**src/rtl/scsi_xfer_pkg.sv**
```systemverilog
package scsi_xfer_pkg;
  localparam logic [2:0] PH_DOUT = 3'b000;
  localparam logic [2:0] PH_DIN  = 3'b001;
  localparam logic [2:0] PH_STAT = 3'b011;
  localparam logic [2:0] PH_MOUT = 3'b110;
  localparam logic [2:0] PH_MIN  = 3'b111;

  localparam logic [6:0] OP_XFER = 7'h10;
  localparam logic [6:0] OP_BRST = 7'h03;

  localparam int ST_W      = 4;
  localparam int SB_OK     = 0;
  localparam int SB_SRV    = 1;
  localparam int SB_RST    = 2;
  localparam int SB_PAR    = 3;

  typedef enum logic [2:0] {
    S_IDLE, S_WAIT_REQ, S_DRIVE, S_ACK, S_DONE, S_RESET
  } seq_state_e;
endpackage

```
**src/rtl/scsi_bus_if.sv**
```systemverilog
module scsi_bus_if #(
  parameter int DATA_W = 8
) (
  input  logic              msg_i,
  input  logic              cd_i,
  input  logic              io_i,
  input  logic [DATA_W-1:0] rx_data_i,
  input  logic              rx_par_i,
  input  logic [DATA_W-1:0] tx_data_i,
  output logic [2:0]        phase_o,
  output logic              inbound_o,
  output logic              rx_par_err_o,
  output logic              tx_par_o
);
  assign phase_o      = {msg_i, cd_i, io_i};
  assign inbound_o    = io_i;
  // odd parity: data plus parity bit must hold an odd number of ones
  assign rx_par_err_o = ~(^{rx_data_i, rx_par_i});
  assign tx_par_o     = ~(^tx_data_i);
endmodule

```
**src/rtl/scsi_xfer_cnt.sv**
```systemverilog
module scsi_xfer_cnt #(
  parameter int CNT_W = 16
) (
  input  logic             clk_i,
  input  logic             rst_ni,
  input  logic             load_i,
  input  logic [CNT_W-1:0] load_val_i,
  input  logic             dec_i,
  output logic             last_o
);
  logic [CNT_W-1:0] cnt_q;

  always_ff @(posedge clk_i or negedge rst_ni) begin
    if (!rst_ni)              cnt_q <= '0;
    else if (load_i)          cnt_q <= load_val_i;
    else if (dec_i && cnt_q != '0) cnt_q <= cnt_q - 1'b1;
  end

  // a count of zero behaves like a count of one
  assign last_o = (cnt_q <= CNT_W'(1));
endmodule

```
**src/rtl/scsi_irq_stat.sv**
```systemverilog
module scsi_irq_stat #(
  parameter int N = 4
) (
  input  logic         clk_i,
  input  logic         rst_ni,
  input  logic [N-1:0] set_i,
  input  logic         clr_i,
  output logic [N-1:0] stat_o,
  output logic         irq_o
);
  logic [N-1:0] stat_q;

  always_ff @(posedge clk_i or negedge rst_ni) begin
    if (!rst_ni)     stat_q <= '0;
    else if (clr_i)  stat_q <= set_i;
    else             stat_q <= stat_q | set_i;
  end

  assign stat_o = stat_q;
  assign irq_o  = |stat_q;
endmodule

```
**src/rtl/scsi_rst_timer.sv**
```systemverilog
module scsi_rst_timer #(
  parameter int RST_CYC = 16
) (
  input  logic clk_i,
  input  logic rst_ni,
  input  logic start_i,
  output logic busy_o,
  output logic done_o
);
  localparam int TW = $clog2(RST_CYC + 1);
  logic [TW-1:0] tmr_q;

  always_ff @(posedge clk_i or negedge rst_ni) begin
    if (!rst_ni)            tmr_q <= '0;
    else if (start_i)       tmr_q <= TW'(RST_CYC);
    else if (tmr_q != '0)   tmr_q <= tmr_q - 1'b1;
  end

  assign busy_o = (tmr_q != '0);
  assign done_o = (tmr_q == TW'(1)) && !start_i;
endmodule

```
**src/rtl/scsi_init_xfer.sv**
```systemverilog
module scsi_init_xfer
  import scsi_xfer_pkg::*;
#(
  parameter int DATA_W  = 8,
  parameter int CNT_W   = 16,
  parameter int LVL_W   = 5,
  parameter int RST_CYC = 16
) (
  input  logic              clk_i,
  input  logic              rst_ni,
  input  logic              cmd_wr_i,
  input  logic [7:0]        cmd_i,
  input  logic [CNT_W-1:0]  cmd_count_i,
  input  logic              parity_en_i,
  input  logic              rst_irq_dis_i,
  input  logic              atn_set_i,
  input  logic              status_rd_i,
  input  logic              req_i,
  input  logic              msg_i,
  input  logic              cd_i,
  input  logic              io_i,
  input  logic [DATA_W-1:0] data_i,
  input  logic              data_par_i,
  output logic              ack_o,
  output logic              atn_o,
  output logic              rst_bus_o,
  output logic [DATA_W-1:0] data_o,
  output logic              data_par_o,
  output logic              data_oe_o,
  output logic              fifo_push_o,
  output logic [DATA_W-1:0] fifo_wdata_o,
  output logic              fifo_pop_o,
  input  logic [DATA_W-1:0] fifo_rdata_i,
  input  logic              fifo_empty_i,
  input  logic [LVL_W-1:0]  fifo_level_i,
  output logic [7:0]        cmd_reg_o,
  output logic [ST_W-1:0]   status_o,
  output logic              irq_o
);
  seq_state_e        st_q;
  logic [7:0]        cmd_q;
  logic              dma_q, first_q, last_q, ack_q, atn_q, oe_q;
  logic [2:0]        ph_q;
  logic [DATA_W-1:0] dout_q;

  logic [2:0] phase;
  logic       inbound, rx_par_err, tx_par;
  logic       cnt_last, rst_busy, rst_done;

  scsi_bus_if #(.DATA_W(DATA_W)) u_bus (
    .msg_i(msg_i), .cd_i(cd_i), .io_i(io_i),
    .rx_data_i(data_i), .rx_par_i(data_par_i), .tx_data_i(dout_q),
    .phase_o(phase), .inbound_o(inbound),
    .rx_par_err_o(rx_par_err), .tx_par_o(tx_par)
  );

  // command decode
  logic cmd_rst, cmd_xfer, start_xfer;
  assign cmd_rst    = cmd_wr_i && (cmd_i[6:0] == OP_BRST);
  assign cmd_xfer   = cmd_wr_i && (cmd_i[6:0] == OP_XFER);
  assign start_xfer = cmd_xfer && (st_q == S_IDLE);

  // handshake events, bus reset has priority over all of them
  logic req_seen, ph_chg, ev_xfer, ev_rel, ev_min_end, ev_done, last_now;
  assign req_seen   = (st_q == S_WAIT_REQ) && req_i && !cmd_rst;
  assign ph_chg     = req_seen && !first_q && (phase != ph_q);
  assign ev_xfer    = req_seen && !ph_chg && (inbound || !fifo_empty_i);
  assign ev_rel     = (st_q == S_ACK) && !req_i && !cmd_rst;
  assign ev_min_end = ev_rel && last_q && (ph_q == PH_MIN);
  assign ev_done    = (st_q == S_DONE) && req_i && !cmd_rst;

  always_comb begin
    if (dma_q)        last_now = cnt_last;
    else if (inbound) last_now = 1'b1;
    else              last_now = (fifo_level_i == LVL_W'(1));
  end

  scsi_xfer_cnt #(.CNT_W(CNT_W)) u_cnt (
    .clk_i(clk_i), .rst_ni(rst_ni),
    .load_i(start_xfer), .load_val_i(cmd_count_i),
    .dec_i(ev_xfer && dma_q), .last_o(cnt_last)
  );

  scsi_rst_timer #(.RST_CYC(RST_CYC)) u_rst (
    .clk_i(clk_i), .rst_ni(rst_ni), .start_i(cmd_rst),
    .busy_o(rst_busy), .done_o(rst_done)
  );

  logic [ST_W-1:0] stat_set;
  always_comb begin
    stat_set         = '0;
    stat_set[SB_OK]  = ev_min_end;
    stat_set[SB_SRV] = ph_chg || ev_done;
    stat_set[SB_RST] = cmd_rst && !rst_irq_dis_i;
    stat_set[SB_PAR] = ev_xfer && inbound && parity_en_i && rx_par_err;
  end

  scsi_irq_stat #(.N(ST_W)) u_stat (
    .clk_i(clk_i), .rst_ni(rst_ni), .set_i(stat_set),
    .clr_i(status_rd_i), .stat_o(status_o), .irq_o(irq_o)
  );

  always_ff @(posedge clk_i or negedge rst_ni) begin
    if (!rst_ni) begin
      st_q    <= S_IDLE;
      cmd_q   <= '0;
      dma_q   <= 1'b0;
      first_q <= 1'b0;
      last_q  <= 1'b0;
      ack_q   <= 1'b0;
      atn_q   <= 1'b0;
      oe_q    <= 1'b0;
      ph_q    <= '0;
      dout_q  <= '0;
    end else if (cmd_rst) begin
      st_q  <= S_RESET;
      cmd_q <= cmd_i;
      ack_q <= 1'b0;
      atn_q <= 1'b0;
      oe_q  <= 1'b0;
    end else begin
      if (atn_set_i) atn_q <= 1'b1;
      unique case (st_q)
        S_IDLE: begin
          if (cmd_xfer) begin
            cmd_q   <= cmd_i;
            dma_q   <= cmd_i[7];
            first_q <= 1'b1;
            ack_q   <= 1'b0;  // releases a held Message In ACK
            st_q    <= S_WAIT_REQ;
          end
        end
        S_WAIT_REQ: begin
          if (ph_chg) begin
            cmd_q <= '0;
            oe_q  <= 1'b0;
            st_q  <= S_IDLE;
          end else if (ev_xfer) begin
            ph_q    <= phase;
            first_q <= 1'b0;
            last_q  <= last_now;
            if (inbound) begin
              ack_q <= 1'b1;
              if (parity_en_i && rx_par_err) atn_q <= 1'b1;
              st_q  <= S_ACK;
            end else begin
              dout_q <= fifo_rdata_i;
              oe_q   <= 1'b1;
              // ATN must fall ahead of ACK on the final message byte
              if (last_now && phase == PH_MOUT) atn_q <= 1'b0;
              st_q   <= S_DRIVE;
            end
          end
        end
        S_DRIVE: begin
          ack_q <= 1'b1;
          st_q  <= S_ACK;
        end
        S_ACK: begin
          if (ev_rel) begin
            if (last_q) begin
              cmd_q <= '0;
              oe_q  <= 1'b0;
              if (ph_q == PH_MIN) begin
                st_q <= S_IDLE;  // ACK held for host inspection
              end else begin
                ack_q <= 1'b0;
                st_q  <= S_DONE;
              end
            end else begin
              ack_q <= 1'b0;
              st_q  <= S_WAIT_REQ;
            end
          end
        end
        S_DONE: begin
          if (ev_done) st_q <= S_IDLE;
        end
        S_RESET: begin
          if (rst_done) begin
            cmd_q <= '0;
            st_q  <= S_IDLE;
          end
        end
        default: st_q <= S_IDLE;
      endcase
    end
  end

  assign ack_o        = ack_q;
  assign atn_o        = atn_q;
  assign rst_bus_o    = rst_busy;
  assign data_o       = dout_q;
  assign data_par_o   = tx_par;
  assign data_oe_o    = oe_q;
  assign fifo_push_o  = ev_xfer && inbound;
  assign fifo_wdata_o = data_i;
  assign fifo_pop_o   = ev_xfer && !inbound;
  assign cmd_reg_o    = cmd_q;
endmodule

```
**config.mk**
```make
export PLATFORM = sky130hd
export DESIGN_NAME = scsi_init_xfer
export DESIGN_NICKNAME = d
export VERILOG_FILES = /design/src/rtl/scsi_xfer_pkg.sv /design/src/rtl/scsi_bus_if.sv /design/src/rtl/scsi_xfer_cnt.sv /design/src/rtl/scsi_irq_stat.sv /design/src/rtl/scsi_rst_timer.sv /design/src/rtl/scsi_init_xfer.sv
export SDC_FILE = /design/constraint.sdc
export NUM_CORES = 1
export LEC_CHECK = 0
export ABC_AREA = 1
export BUFFER_PORTS_ARGS = -buffer_cell sky130_fd_sc_hd__buf_2
export CAP_MARGIN = 15
export CORE_AREA = 2 2 92 138
export DETAILED_ROUTE_END_ITERATION = 16
export DIE_AREA = 0 0 94 140
export GPL_TIMING_DRIVEN = 0
export HOLD_SLACK_MARGIN = 0.08
export RECOVER_POWER = 25
export SYNTH_ARGS = -nofsm -noshare
export SYNTH_HDL_FRONTEND = slang
export SYNTH_SLANG_ARGS = --single-unit
export TNS_END_PERCENT = 50
```
**constraint.sdc**
```tcl
create_clock -name clk_i -period 2.4 [get_ports clk_i]
set_input_delay 0.72 -clock clk_i [delete_from_list [all_inputs] [get_ports clk_i]]
set_output_delay 0.72 -clock clk_i [all_outputs]
set_load 0.05 [all_outputs]
```
# Yosys cells after proc, flatten, opt, wreduce, memory -nomap -nowiden
# Index checks and enable logic that the tools add are counted.
[classes]
muxes = 53
order_cmp = 1
bitwise = 6
reduce_logical = 54
n_eq_ne = 27
addsub = 2
[ops]
columns = ["cell", "n"]
rows = [
  ["8-bit two-way mux", 6],
  ["16-bit two-way mux", 2],
  ["8-bit case mux with 4 select lines", 1],
  ["1-bit two-way mux", 28],
  ["3-bit two-way mux", 9],
  ["3-bit inequality test (second input constant)", 9],
  ["1-bit logical AND", 25],
  ["5-bit AND reduction", 4],
  ["3-bit case mux with 6 select lines", 1],
  ["16-bit by 1-bit less-or-equal comparator with 1-bit output (second input constant)", 1],
  ["16-bit nonzero test", 1],
  ["16-bit by 1-bit subtractor with 16-bit output (second input constant)", 1],
  ["5-bit nonzero test", 3],
  ["3-bit == test (second input constant)", 4],
  ["4-bit inequality test (second input constant)", 3],
  ["5-bit by 1-bit == test with 1-bit output (second input constant)", 2],
  ["5-bit two-way mux", 2],
  ["9-bit parity", 1],
  ["8-bit parity", 1],
  ["7-bit by 2-bit == test with 1-bit output (second input constant)", 1],
  ["7-bit by 5-bit == test with 1-bit output (second input constant)", 1],
  ["1-bit zero test", 7],
  ["7-bit AND reduction", 1],
  ["3-bit by 2-bit == test with 1-bit output (second input constant)", 2],
  ["other kinds (17)", 27],
]
[word_totals]
inputBits = 58
out_inout_bits = 36
regBits = 53

# Longest topological paths before layout
# Gate-level depths: netlist of the first run.
[depth]
word_depth = 14
depth_mapped = 13

# Hierarchy
# Synthesis of the first run repeated with hierarchy kept, for this count alone.
[hier_totals]
cells_unflattened = 533
area_unflattened_um2 = 3786.1
[by_module_without_submodules]
columns = ["module", "seq_area_each_um2", "cells_each", "n_inst", "area_per_inst_um2"]
rows = [
  ["scsi_init_xfer", 700.7, 243, 1, 1695.4],
  ["scsi_xfer_cnt", 400.4, 174, 1, 1348.8],
  ["scsi_bus_if", 0.0, 58, 1, 294.0],
  ["scsi_rst_timer", 125.1, 38, 1, 287.8],
  ["scsi_irq_stat", 100.1, 20, 1, 160.2],
]

# Least setup slack after synthesis of the first run
# No wires, ideal clock.
[synth_path]
path_kind = "input to output"
startpoint = "in io_i"
endpoint = "out fifo_push_o"
cell_stages = 7
path_slack_ps = -288
arrival_time_ps = 1968
n_path_buf = 0
required_ps = 1680
path_cell_list = "inv_1 -> nand2_1 -> nand2_1 -> nand3_1 -> nand2_1 -> nand3_4 -> nor2_1"
[synth_via]
elab_chain_cells = 6
[synth_lines]
columns = ["element", "line_no", "rtl"]
rows = [
  ["start: declaration", "scsi_init_xfer.sv:21", "input logic io_i,"],
  ["3-bit inequality test", "scsi_init_xfer.sv:66", "assign ph_chg = req_seen && !first_q && (phase != ph_q);"],
  ["1-bit logical AND", "scsi_init_xfer.sv:66", ""],
  ["1-bit zero test", "scsi_init_xfer.sv:67", "assign ev_xfer = req_seen && !ph_chg && (inbound || !fifo_empty_i);"],
  ["1-bit logical AND (2 in a row)", "scsi_init_xfer.sv:67", ""],
  ["1-bit logical AND *", "scsi_init_xfer.sv:196", "assign fifo_push_o = ev_xfer && inbound;"],
  ["end: declaration", "scsi_init_xfer.sv:30", "output logic fifo_push_o,"],
]
# Every way passes the cells marked *; elsewhere a longest branch is shown, timed or not.

# Worst setup path after layout of the first run
# Same ends and word-level chain as after synthesis.

==> results.txt, run 1 <==
- CTS built an H-tree with a depth of 2.
- Dividing total power by cell area gives a power density of roughly 1100 nW/µm².
* Part of the Yosys area used for sequential elements: between 30% and 40%
- Counting every net in the synthesized netlist gives roughly 540.
- Number of port buffers: 93
- Via total after detailed routing: ~3400
- The finished cells cover roughly 4400 µm².
- Dividing the detail-routed via count by the number of cells gives roughly 4.6.
- Of the total synthesized cell area, the portion taken by XOR and XNOR cells is roughly 4.4%.
* Pin count of the biggest net entering global routing: 35
* Run status: completed
* Worst-case clock buffer depth: 2
- CP Data Arrival Time: ~1.7 ns
* Iteration-0 DRC Markers: between 100 and 150
- Final Critical Period: between 2 and 2.5 ns
- Worst-case vdd ir drop: 574 µV
- In this run the worst path has a maximum fanout of 6.
- Across the whole layout, storage elements account for approximately 1300 µm².
- Setup repair after global routing could not meet its margin everywhere.
- Number of non-filler instances in the completed layout: 749
* Post-synthesis cell type count: 36
- The final count of pins violating max slew is 0.
- Weighted congestion at the end of routability-driven global placement: between 0.8 and 0.9
- The number of antenna diodes in the final layout is 0.
* Drt pass-1 iters: 4
* Syn Inst Count: 480
- Setup Viol. Count Final: 0
- Slowest cell on crit path: buf_6
* Number of I/O pins: 94
* CP delay by family, top: simple AND/OR/NAND/NOR gates
- Final routed wirelength across all metal layers: 8990 µm
- Clock-pin slew was measured on the worst setup and hold paths at around 0.070 ns.
- Area share of fa/ha/maj cells after synthesis: 2.22%
- Clock tree root driver cell: clkbuf_16
- By area, the combinational part of the netlist is dominated by simple AND/OR/NAND/NOR gates.
- Placed wire-length estimate: approximately 7000 µm
- Number of cell rows: a little under 50
* HP Class: reg -> reg
* Most used cell, CP: nand2_1
- Height of the die: 140 µm
* CP Cell Sequence: buf_12 -> clkinvlp_4 -> nand2_1 -> nand2_1 -> nand3_2 -> nand2_2 -> nand3_4 -> nor2_2 -> buf_6
* Number of buffers and inverters on the critical path: 3
* Area added between synthesis and finish: 30.8%
- Compound-gate portion of the synthesized area: 9.05%
- The count of nets left with antenna violations once routing finished came out at 0.
- Share of layout cells above drive strength 1: 26.5%
- In the final routed layout, each cell accounts on average for between 10 and 15 µm.
- Clk_lat worst skew: 0.29 ns
- Summing all placed instances gives a cell area of about 4000 µm².
* Overall die width: about 94 µm
- The first global-routing pass estimated about 15000 µm of wire.
- For this run, the share of the core covered by cells in the final layout is 36.9%.
* Final Hold Vio Count: 0
- Max-capacitance violation count: 0
* Required time worst endpoint: ~1.7 ns
- For this run, design rule violations remaining after detail routing come to 0.
- Once the floorplan was initialized, standard cells occupied between 20% and 30% of the core.
- STA classifies the critical path endpoint as a primary output.
* CP Class: in -> out
- TritonCTS built the clock tree.
- Slew HR: between 30% and 40%
- The die covers about 13000 µm².
* Flip-flop and latch count after synthesis: 53
* Synth Area in Simple Gates: between 30% and 40%
- After global routing the overflow that remains totals 0.
* Total of warnings raised by yosys: 0
* TritonCTS Sinks: 53
* CTS buffer count: 5
- Number of global-route vias before repair: between 3000 and 4000
- Including well taps, the total number of placed cells is approximately 730.
* Count of filler cells inserted in the layout: 1315
- The multi-input combinational cells in the finished layout cover a total of about 1800 µm².
- For this design the static power due to leakage is 0.00236 µW.
- The number of antenna violations at the first check in global routing was 0.
* Area of the placeable core: 12000 µm²
- Aggregate global-route resource usage: approximately 14%
- In the finished design, the share of the clock period the worst path needs comes to between 90 and 100%.
- The cell area that synthesis handed to floorplanning was 3370 µm².
- For this run, the slowest stage of the critical path takes about 0.18 ns.
- Highest clock rate: roughly 420 MHz
* Type of origin of the critical path: primary input
* Actual transition at the worst max-transition pin: ~1.0 ns
* Setup skew after layout: ~0.0029 ns
- After the last flow step, the layout net total stands at ~660.
- Fraction of synthesized area in multiplexers: 0%
- After synthesis, the mean cell area works out to approximately 7.0 µm².
[Yosys cell counts, drive strengths merged]
master	instances	area, µm²
nand2	168	643
inv	58	218
dfrtp	53	1330
nor2	45	186
nand3	43	240
o21ai	32	160
buf	13	100
xnor2	10	87.6
a21oi	9	45.0
nand4	7	43.8
xor2	7	61.3
ha	6	75.1
clkbuf	4	15.0
nor3	4	25.0
a31oi	3	18.8
o31ai	3	22.5
nand3b	2	15.0
nor3b	2	15.0
o21bai	2	15.0
o22ai	2	12.5
or2	2	12.5
a211oi	1	7.51
a21boi	1	7.51
a311oi	1	8.76
clkinv	1	5.00
o211ai	1	7.51
[per-stage QoR]
stage | hold slack [ns] | setup TNS [ns] | total power, µW | setup WS, ns
floorplan | 0.424 | -0.169 | 3230 | -0.104
global placement | 0.454 | -1.59 | 3730 | -0.638
detailed placement | 0.456 | -2.13 | 3790 | -0.654
CTS | 0.389 | -0.0683 | 4740 | -0.0679
global route | 0.504 | -0.192 | 5070 | -0.0557
finish | 0.468 | 0 | 4700 | 0.00808
[worst register-to-register path, stage by stage (launching register included)]
cell      delay, ns
dfrtp_2        0.42
buf_4          0.16
nor3_2         0.33
inv_1          0.12
nor2_2         0.26
inv_2          0.08
clkbuf_1       0.22
buf_2          0.25
nand3_1        0.11
nand2_1        0.06
nand2_1        0.06
nand2_1        0.05
[cells by family after synthesis]
group,count (synthesis)
fa+ha+maj,6
compound gates,55
flops,53
simple gates,273
xor+xnor,17
buf+inv,76
[power breakdown]
group	switching [µW]	internal (µW)	total, µW
sequential	231	1180	1410
combinational	1630	810	2440
clock	329	522	851
total	2190	2510	4700
[what timing repair did]
item | in CTS | in global routing
endpoints found under the setup margin | 2 | 4
pin swaps | 6 | 11
buffers inserted | 9 | 6
hold buffers | 0 | 0
resized for setup | 20 | 9
[state kept, by name, indices dropped and copies added (netlist names), 3 cells and up]
register,count
data_o,8
u_cnt.cnt_q,16
st_q,3
u_rst.tmr_q,5
u_stat.stat_o,4
ph_q,3
cmd_reg_o,8
[placed cells by master (no fill, tap or decap), drive strengths merged]
| master | n |
|---|---|
| nand2 | 168 |
| buf | 120 |
| inv | 57 |
| dfrtp | 53 |
| nor2 | 45 |
| nand3 | 43 |
| o21ai | 32 |
| clkbuf | 12 |
| xnor2 | 10 |
| a21oi | 9 |
| xor2 | 7 |
| nand4 | 7 |
| ha | 6 |
| nor3 | 4 |
| a31oi | 3 |
| o31ai | 3 |
| o22ai | 2 |
| nand3b | 2 |
| o21bai | 2 |
| nor3b | 2 |
| or2 | 2 |
| clkinvlp | 1 |
| clkinv | 1 |
| a311oi | 1 |
| o211ai | 1 |
| a211oi | 1 |
| a21boi | 1 |
| bufinv | 1 |
[area by class of cell]
class                   instances  share of cell area (%)
clock buffers                   7                    3.23
multi-input cells             351                    39.8
clock inverters                 1                   0.680
repair buffers                109                    14.2
flip-flops and latches         53                    30.1
inverters                      59                    5.13
well taps                     153                    4.34
plain buffers                  16                    2.49
[routing by layer]
layer / vias to the layer above / GRT usage [%] / wire length, µm
li1: 1743 / - / -
met3: 6 / 3.34 / 566
met4: 0 / 4.58 / 100
met2: 99 / 25.9 / 4680
met5: - / 0 / 0
met1: 1583 / 15.9 / 3650
[path summary, 6_finish.rpt]
kind	start	endpoint	slack [ns]	cells after the start
min in group asynchronous	rst_ni	u_cnt.cnt_q[10]	0.59	1
worst max register to register	st_q[2]	u_cnt.cnt_q[14]	0.20	11
worst min register to register	cmd_reg_o[7]	cmd_reg_o[7]	0.47	2
worst max-delay path	io_i	fifo_push_o	0.008	9
worst min-delay path	cmd_reg_o[7]	cmd_reg_o[7]	0.47	2
max in group asynchronous	rst_ni	st_q[0]	0.40	2
Power figures use the tool's default switching activity.
==> run 2: changes to the inputs <==
REMOVE_ABC_BUFFERS = 1   (was default)
==> run 2 against run 1 <==
Effect of this change:
- combinational power hardly changed
- die area stayed put
- sequential share of layout area is 0.92 points higher
- largest cell class unchanged
- largest power group unchanged
==> results.txt, run 2 (synthesis results as in run 1) <==
* Drt pass-1 iters: 4
* Highest net fanout along the worst path: 4
- Number of buffers added to fix hold violations after cts: 0
* Area added between synthesis and finish: 27.0%
* Final Hold Vio Count: 0
- After floorplanning, the core was sized to cover roughly 12000 µm².
- Number of antenna violations at the first check in global routing: 0
- Dividing the detail-routed wire length by the instance count gives roughly 13 µm.
* Clock transition at the registers of the reported paths: about 0.070 ns
- FF+latch area: roughly 1300 µm²
- In this run the count of I/O pins placed on the die edge is 94.
- Max reg flops: 16
* Origin of the worst setup path: cmd_i[1]
* Aggregate global-route resource usage: between 10% and 20%
- Summed over all cells, the static leakage comes to between 0.002 and 0.0025 µW.
* Cell count after placement: 710
- Startpoint of the lowest-slack register-to-register path: st_q[2]
- Cells with a size suffix above 1 make up between 20% and 30% of the layout.
- In this run the number of H-tree levels came out at 2.
* Final Net Count: 640
- Portion of the clock cycle consumed by the worst path in the final layout: between 90% and 100%
- Summed over all layers, the global routing overflow is 0.
- Final Critical Period: between 2 and 2.5 ns
* Die area: 13200 µm²
- Combinational logic burns 51.6% of the power.
- The first global-routing pass estimated approximately 15000 µm of wire.
* Setup Viol. Count Final: 0
- Weighted congestion at the end of routability-driven global placement: approximately 0.84
- Clk_lat worst skew: roughly 0.29 ns
- The tightest hold path in the finished design has a slack of around 0.47 ns.
- Once detail routing completed, the nets flagged for antenna violations numbered 0.
* Number of global-route vias before repair: roughly 3200
- Switching share of total power: 47.1%
* Worst-case vdd ir drop: around 570 µV
- Diodes inserted: 0
- The worst setup path is launched from a primary input.
* RSZ-0062 raised after global routing: true
- The die is 140 µm tall.
- Per report_power, the clock group accounts for 18.3% of the total.
* CP Data Arrival Time: about 1.7 ns
* Power per unit of standard cell area: 1100 nW/µm²
* CTS tree: built
* CP Class: in -> out
* Clock tree root driver cell: clkbuf_16
- Worst slack at placement: -0.951 ns
- In this run the critical register-to-register path is captured at u_cnt.cnt_q[12].
- Run status: completed
- DRC errors left: 0
* Number of cell rows: 49
- At the end of the flow the core is filled with cells to between 30% and 40%.
- DR vias/cell: ~4.5
- Worst reg2reg path depth: 8
- Placed wire-length estimate: 6650 µm
- The final route contains between 3000 and 4000 vias.
* CP Capture Type: primary output
- Endpoint of the most critical setup path: fifo_pop_o
- At the pin with the least slew margin, the transition time is between 1 and 1.5 ns.
* Setup skew after layout: between 0.005 and 0.006 ns
- Worst-case clock buffer depth: 2
- Leading cell types in the layout, fill and taps excluded: nand2_1 (162), buf_2 (89), inv_1 (52)
- Net switching power: roughly 2200 µW
- The final count of pins violating max slew was 0.
- Summed over all layers, the routed wires come to 9160 µm.
- CTS buffer count: 5
* Worst setup slack for register-to-register paths: between 0.15 and 0.2 ns
- In this run the worst hold path is classified as reg -> reg.
- Max-capacitance violation count: 0
* Iteration-0 DRC Markers: 106
- Register with the highest flop count: u_cnt.cnt_q
* Number of non-filler instances in the completed layout: between 700 and 800
- Share of total power in sequential cells: 30.1%
* Number of port buffers: 93
- The filler cells instantiated in the layout total about 1300.
- Most frequent standard cell in the layout excluding fill and tap cells: nand2_1
- The internal power of the cells totals 2480 µW.
* Overall die width: roughly 94 µm
* Highest clock rate: 418 MHz
- The initial utilization of the core area, before any placement, comes to roughly 28%.
- Fin worst setup slack: around 0.0048 ns
- Entering global routing, the biggest net connects 35 pins.
- The multi-input combinational cells in the finished layout cover a total of 1770 µm².
* Required time worst endpoint: between 1.5 and 2 ns
* Slew HR: between 20% and 30%
- TritonCTS Sinks: between 50 and 60
==> run 2: worst min-delay path by stage <==
stage / from / end / slack [ns] / cells after the start
floorplan: rst_ni / ack_o / 0.42 / 0
global placement: ack_o / ack_o / 0.45 / 2
detailed placement: cmd_reg_o[1] / cmd_reg_o[1] / 0.46 / 2
CTS: rst_ni / cmd_reg_o[2] / 0.39 / 1
global route: ack_o / ack_o / 0.51 / 2
finish: cmd_reg_o[0] / cmd_reg_o[0] / 0.47 / 2
==> run 2: cell type report <==
type,count,share of cell area (%)
multi-input cells,352,41.3
flip-flops and latches,53,31.0
repair buffers,105,13.8
inverters,59,5.26
well taps,153,4.47
clock buffers,6,3.24
clock inverters,2,0.876
==> run 2: metal layers <==
metal | track usage (%) | up-vias | share of wire, %
li1 | - | 1706 | -
met1 | 15.1 | 1523 | 40
met2 | 25.9 | 74 | 55
met3 | 1.56 | 15 | 3.1
met4 | 4.96 | 0 | 2.2
met5 | 0 | - | 0
==> run 2: what timing repair did <==
item	in CTS	in global routing
gates cloned	0	1
buffers inserted	6	5
setup endpoints to repair	39	22
pin swaps	5	7
resized for setup	17	11
==> run 2: metrics by stage <==
step | total power, µW | cell area (µm²) | setup TNS, ns
5_1_grt | 5070 | 4280 | -0.100
3_5_place_dp | 3710 | 3940 | -22.38
6_report | 4690 | 4280 | 0
4_1_cts | 4620 | 4210 | -0.0857
2_1_floorplan | 3110 | 3260 | -3.88
3_3_place_gp | 3650 | 3920 | -20.45
==> run 2: power by group through the flow <==
stage | Clock [µW] | Sequential (µW) | Combinational, µW
final | 859 | 1410 | 2420
after global routing | 928 | 1450 | 2690
after detailed placement | 0 | 1420 | 2290
after floorplan | 0 | 1680 | 1430
after CTS | 888 | 1400 | 2330
after global placement | 0 | 1410 | 2250
==> run 2: worst max-delay path, stage by stage <==
cell and delay (ns):
buf_2 0.10, nand2_1 0.06, inv_1 0.04, nand2_1 0.09, nor2_4 0.06, nor2_4 0.15
nand3_4 0.12, nor2_4 0.16, buf_8 0.16
==> run 3: changes to the inputs <==
CORE_AREA = 2 2 75 112   (was 2 2 92 138)
DIE_AREA = 0 0 77 114   (was 0 0 94 140)
PLACE_DENSITY = 0.74   (was default)
SYNTH_HIERARCHICAL = 1   (was default)
==> run 3 against run 2 <==
Effect of this change:
- the run now ends with negative setup slack left
- non-clock buffer count up 3
- sequential power grew 4%
- global-route usage grew 7.2 points
- hold slack improved by 0.0018 ns
- clock-buffer cell count decreased by 1
- first-iteration DRC count is 120% higher
- largest cell class unchanged
- highest routed layer unchanged
==> results.txt, run 3 <==
- Among all flip-flop cells after synthesis, the most frequent one is dfrtp_1.
* Leading area contributor after synthesis: dfrtp_1
- Register with the highest flop count: u_cnt/cnt_q
- The checks that failed: negative setup slack.
* Clk_lat worst skew: 0.30 ns
- Share of layout cells above drive strength 1: 30.7%
- TritonCTS built the clock tree.
* Required time worst endpoint: between 1.5 and 2 ns
- Wires add up to approximately 9000 µm.
* Post-route cell area: around 4600 µm²
* Most frequent cell after synthesis: nand2_1
* Type of origin of the critical path: primary input
* Clock tree root driver cell: clkbuf_16
- Clock-pin slew was measured on the worst setup and hold paths at ~0.07 ns.
- Counting flops with a built-in enable in the synthesized netlist gives 0.
- The pre-antenna-repair detailed-routing pass consisted of 4 iterations.
* Total of warnings raised by yosys: 6
- The die covers 8780 µm².
* Fraction of synthesized cell area taken by the top area cell type: around a third
- Diodes inserted: 0
- Cell count after placement: 712
* Flip-flop and latch count after synthesis: 53
- In this run, CTS created clock tree buffers numbering 5.
* Worst-case vdd ir drop: approximately 710 µV
- Commonest cells in the synthesized netlist: nand2_1 (187), inv_1 (60), dfrtp_1 (53), nor2_1 (51), nand3_1 (31)
- Post-synthesis cell type count: 37
* Worst setup slack for register-to-register paths: ~0.13 ns
- Portion of the clock cycle consumed by the worst path in the final layout: 100%
* Syn avg cell area: slightly above 7 µm²
* DR vias/cell: roughly 4.9
- # H-tree levels: 2
* Most frequent standard cell in the layout excluding fill and tap cells: nand2_1
- The hold violation total from the final report was 0.
- Antenna violation net count after detailed routing: 0
- Count of filler cells inserted in the layout: approximately 800
- Slew HR: 4.44%
- Worst-case clock buffer depth: 2
- Placed wire-length estimate: ~6700 µm
- In the synthesized netlist the async set-or-reset flop fraction comes to 100%.
- For this run, the total global-route usage over all layers was measured as between 20% and 30%.
* Overall die width: between 70 and 80 µm
- Compared with the post-synthesis result, the final layout area differs by 20.5%.
- After the last flow step, the layout net total stands at 689.
* Number of non-filler instances in the completed layout: ~730
- Initial cell density of the core: around 48%
- Timing would allow up to ~420 MHz.
- The critical path is of the in -> out type.
- Sequential elements use 35.0% of the synthesized area.
- For this design the ratio of total power to cell area is 1100 nW/µm².
* Routed WL per cell: around 12 µm
* Number of port buffers: 93
* CP Data Arrival Time: 1.68 ns
* Area of the placeable core: just under 8000 µm²
- The number of antenna violations at the first check in global routing is 0.
- Ranked by total cell area, the synthesized netlist is headed by dfrtp_1 (35%), nand2_1 (19%), inv_1 (5.9%), nor2_1 (5.1%), nand3_2 (4.8%).
- Number of buffers added to fix hold violations after cts: 0
* Syn Std Cell Area: between 3000 and 4000 µm²
- Entering global routing, the biggest net connects 30 pins.
- Final number of max-transition violations: 0
- Iteration-0 DRC Markers: ~230
* Actual transition at the worst max-transition pin: about 1.4 ns
- FF+latch area: ~1300 µm²
- Synthesis produced a netlist whose cell count is 533.
- Setup Viol. Count Final: 1
- Total cell area at the placement stage: 4240 µm²
- Clock tree synthesis found a total of 53 sinks.
* Number of I/O pins: 94
- Run status: complete, but fails checks
- Max reg flops: 16
* Setup skew after layout: approximately 0.0032 ns
- Fin worst setup slack: -0.00213 ns
* HP Class: reg -> reg
- The smallest clock period supported by the final layout is computed as 2.40 ns.
- Max-capacitance violation count: 0
* Via total after detailed routing: between 3000 and 4000
- Leading cell types in the layout, fill and taps excluded: nand2_1 (184), buf_2 (89), inv_1 (56)
- Weighted congestion at the end of routability-driven global placement: 0.912
* Wire length of the first global-routing pass: between 10000 and 15000 µm
- Area occupied by multi-input gates: 2090 µm²
- Of all nets on the critical path, the largest fanout is 3.
- The via count of the first global-routing pass is approximately 3500.
- The floorplan step set the die height to between 100 and 150 µm.
- Setup repair after global routing could not meet its margin everywhere.
- CP Capture Type: primary output
- For this run the aggregate overflow at the end of global routing stands at 0.
* Number of cell rows: 40
- Summed over all cells, the static leakage comes to approximately 0.0026 µW.
- For this run, design rule violations remaining after detail routing come to 0.
run 3: worst max-delay path, stage by stage:
cell and delay, ns:
buf_2 0.09, inv_1 0.04, nand2_1 0.08, nor2_2 0.06, nand2_4 0.07, nand2_2 0.06, nor2_4 0.15, nand2_8 0.09
nor2_4 0.14, buf_6 0.17
run 3: area by class of cell:
cell class / count / share of cell area (%)
Inverter: 64 / 5.35
Sequential cell: 53 / 29.1
Clock inverter: 3 / 0.466
Clock buffer: 5 / 2.74
Multi-Input combinational cell: 395 / 45.9
Tap cell: 105 / 2.88
Timing Repair Buffer: 108 / 13.5
run 3: power by group:
part,total [µW],internal [µW],leakage (µW),switching [µW]
registers,1470,1170,0.000689,303
clock network,734,389,0.0000702,345
logic,2800,932,0.00187,1870
total,5010,2490,0.00263,2520
run 3: metrics by stage:
step                      util, %  setup TNS [ns]  hold WS, ns  setup WS [ns]  power, µW
after floorplan                 -           -8.02        0.424         -0.603       3580
after global placement       53.1          -26.03        0.453          -1.55       4120
after detailed placement     53.6          -15.51        0.462          -1.07       4200
after CTS                    56.8        -0.00189        0.433       -0.00189       5010
after global routing         57.7         -0.0557        0.490        -0.0557       5420
final                        57.7        -0.00213        0.476       -0.00213       5010
run 3: timing repair:
item | CTS | global route
resized for setup | 20 | 5
endpoints found under the hold margin | 0 | 0
setup endpoints to repair | 27 | 8
buffers inserted | 6 | 7
gates cloned | 0 | 0
pin swaps | 6 | 2
run 3: worst paths after layout:
check | from | to | cells past startpoint
hold reg to reg | ack_o | ack_o | 2
setup / recovery | cmd_i[2] | fifo_pop_o | 10
hold / removal | ack_o | ack_o | 2
max in group asynchronous | rst_ni | cmd_reg_o[3] | 1
setup reg to reg | st_q[2] | u_cnt/cnt_q[2] | 12
min in group asynchronous | rst_ni | u_cnt/cnt_q[15] | 1
run 3: cell families after synthesis:
group | count (synthesis) | synth area share (%)
compound gates | 24 | 3.60
xor+xnor | 15 | 3.47
fa+ha+maj | 4 | 1.32
buf+inv | 85 | 11.2
flops | 53 | 35.0
simple gates | 352 | 45.4
run 3: layer usage:
layer | GRT usage, % | up-vias | part of all wire (%)
met4 | 7.74 | 0 | 2.3
li1 | - | 1833 | -
met5 | 0 | - | 0
met1 | 22.2 | 1643 | 39
met2 | 40.9 | 82 | 55
met3 | 2.85 | 17 | 3.8
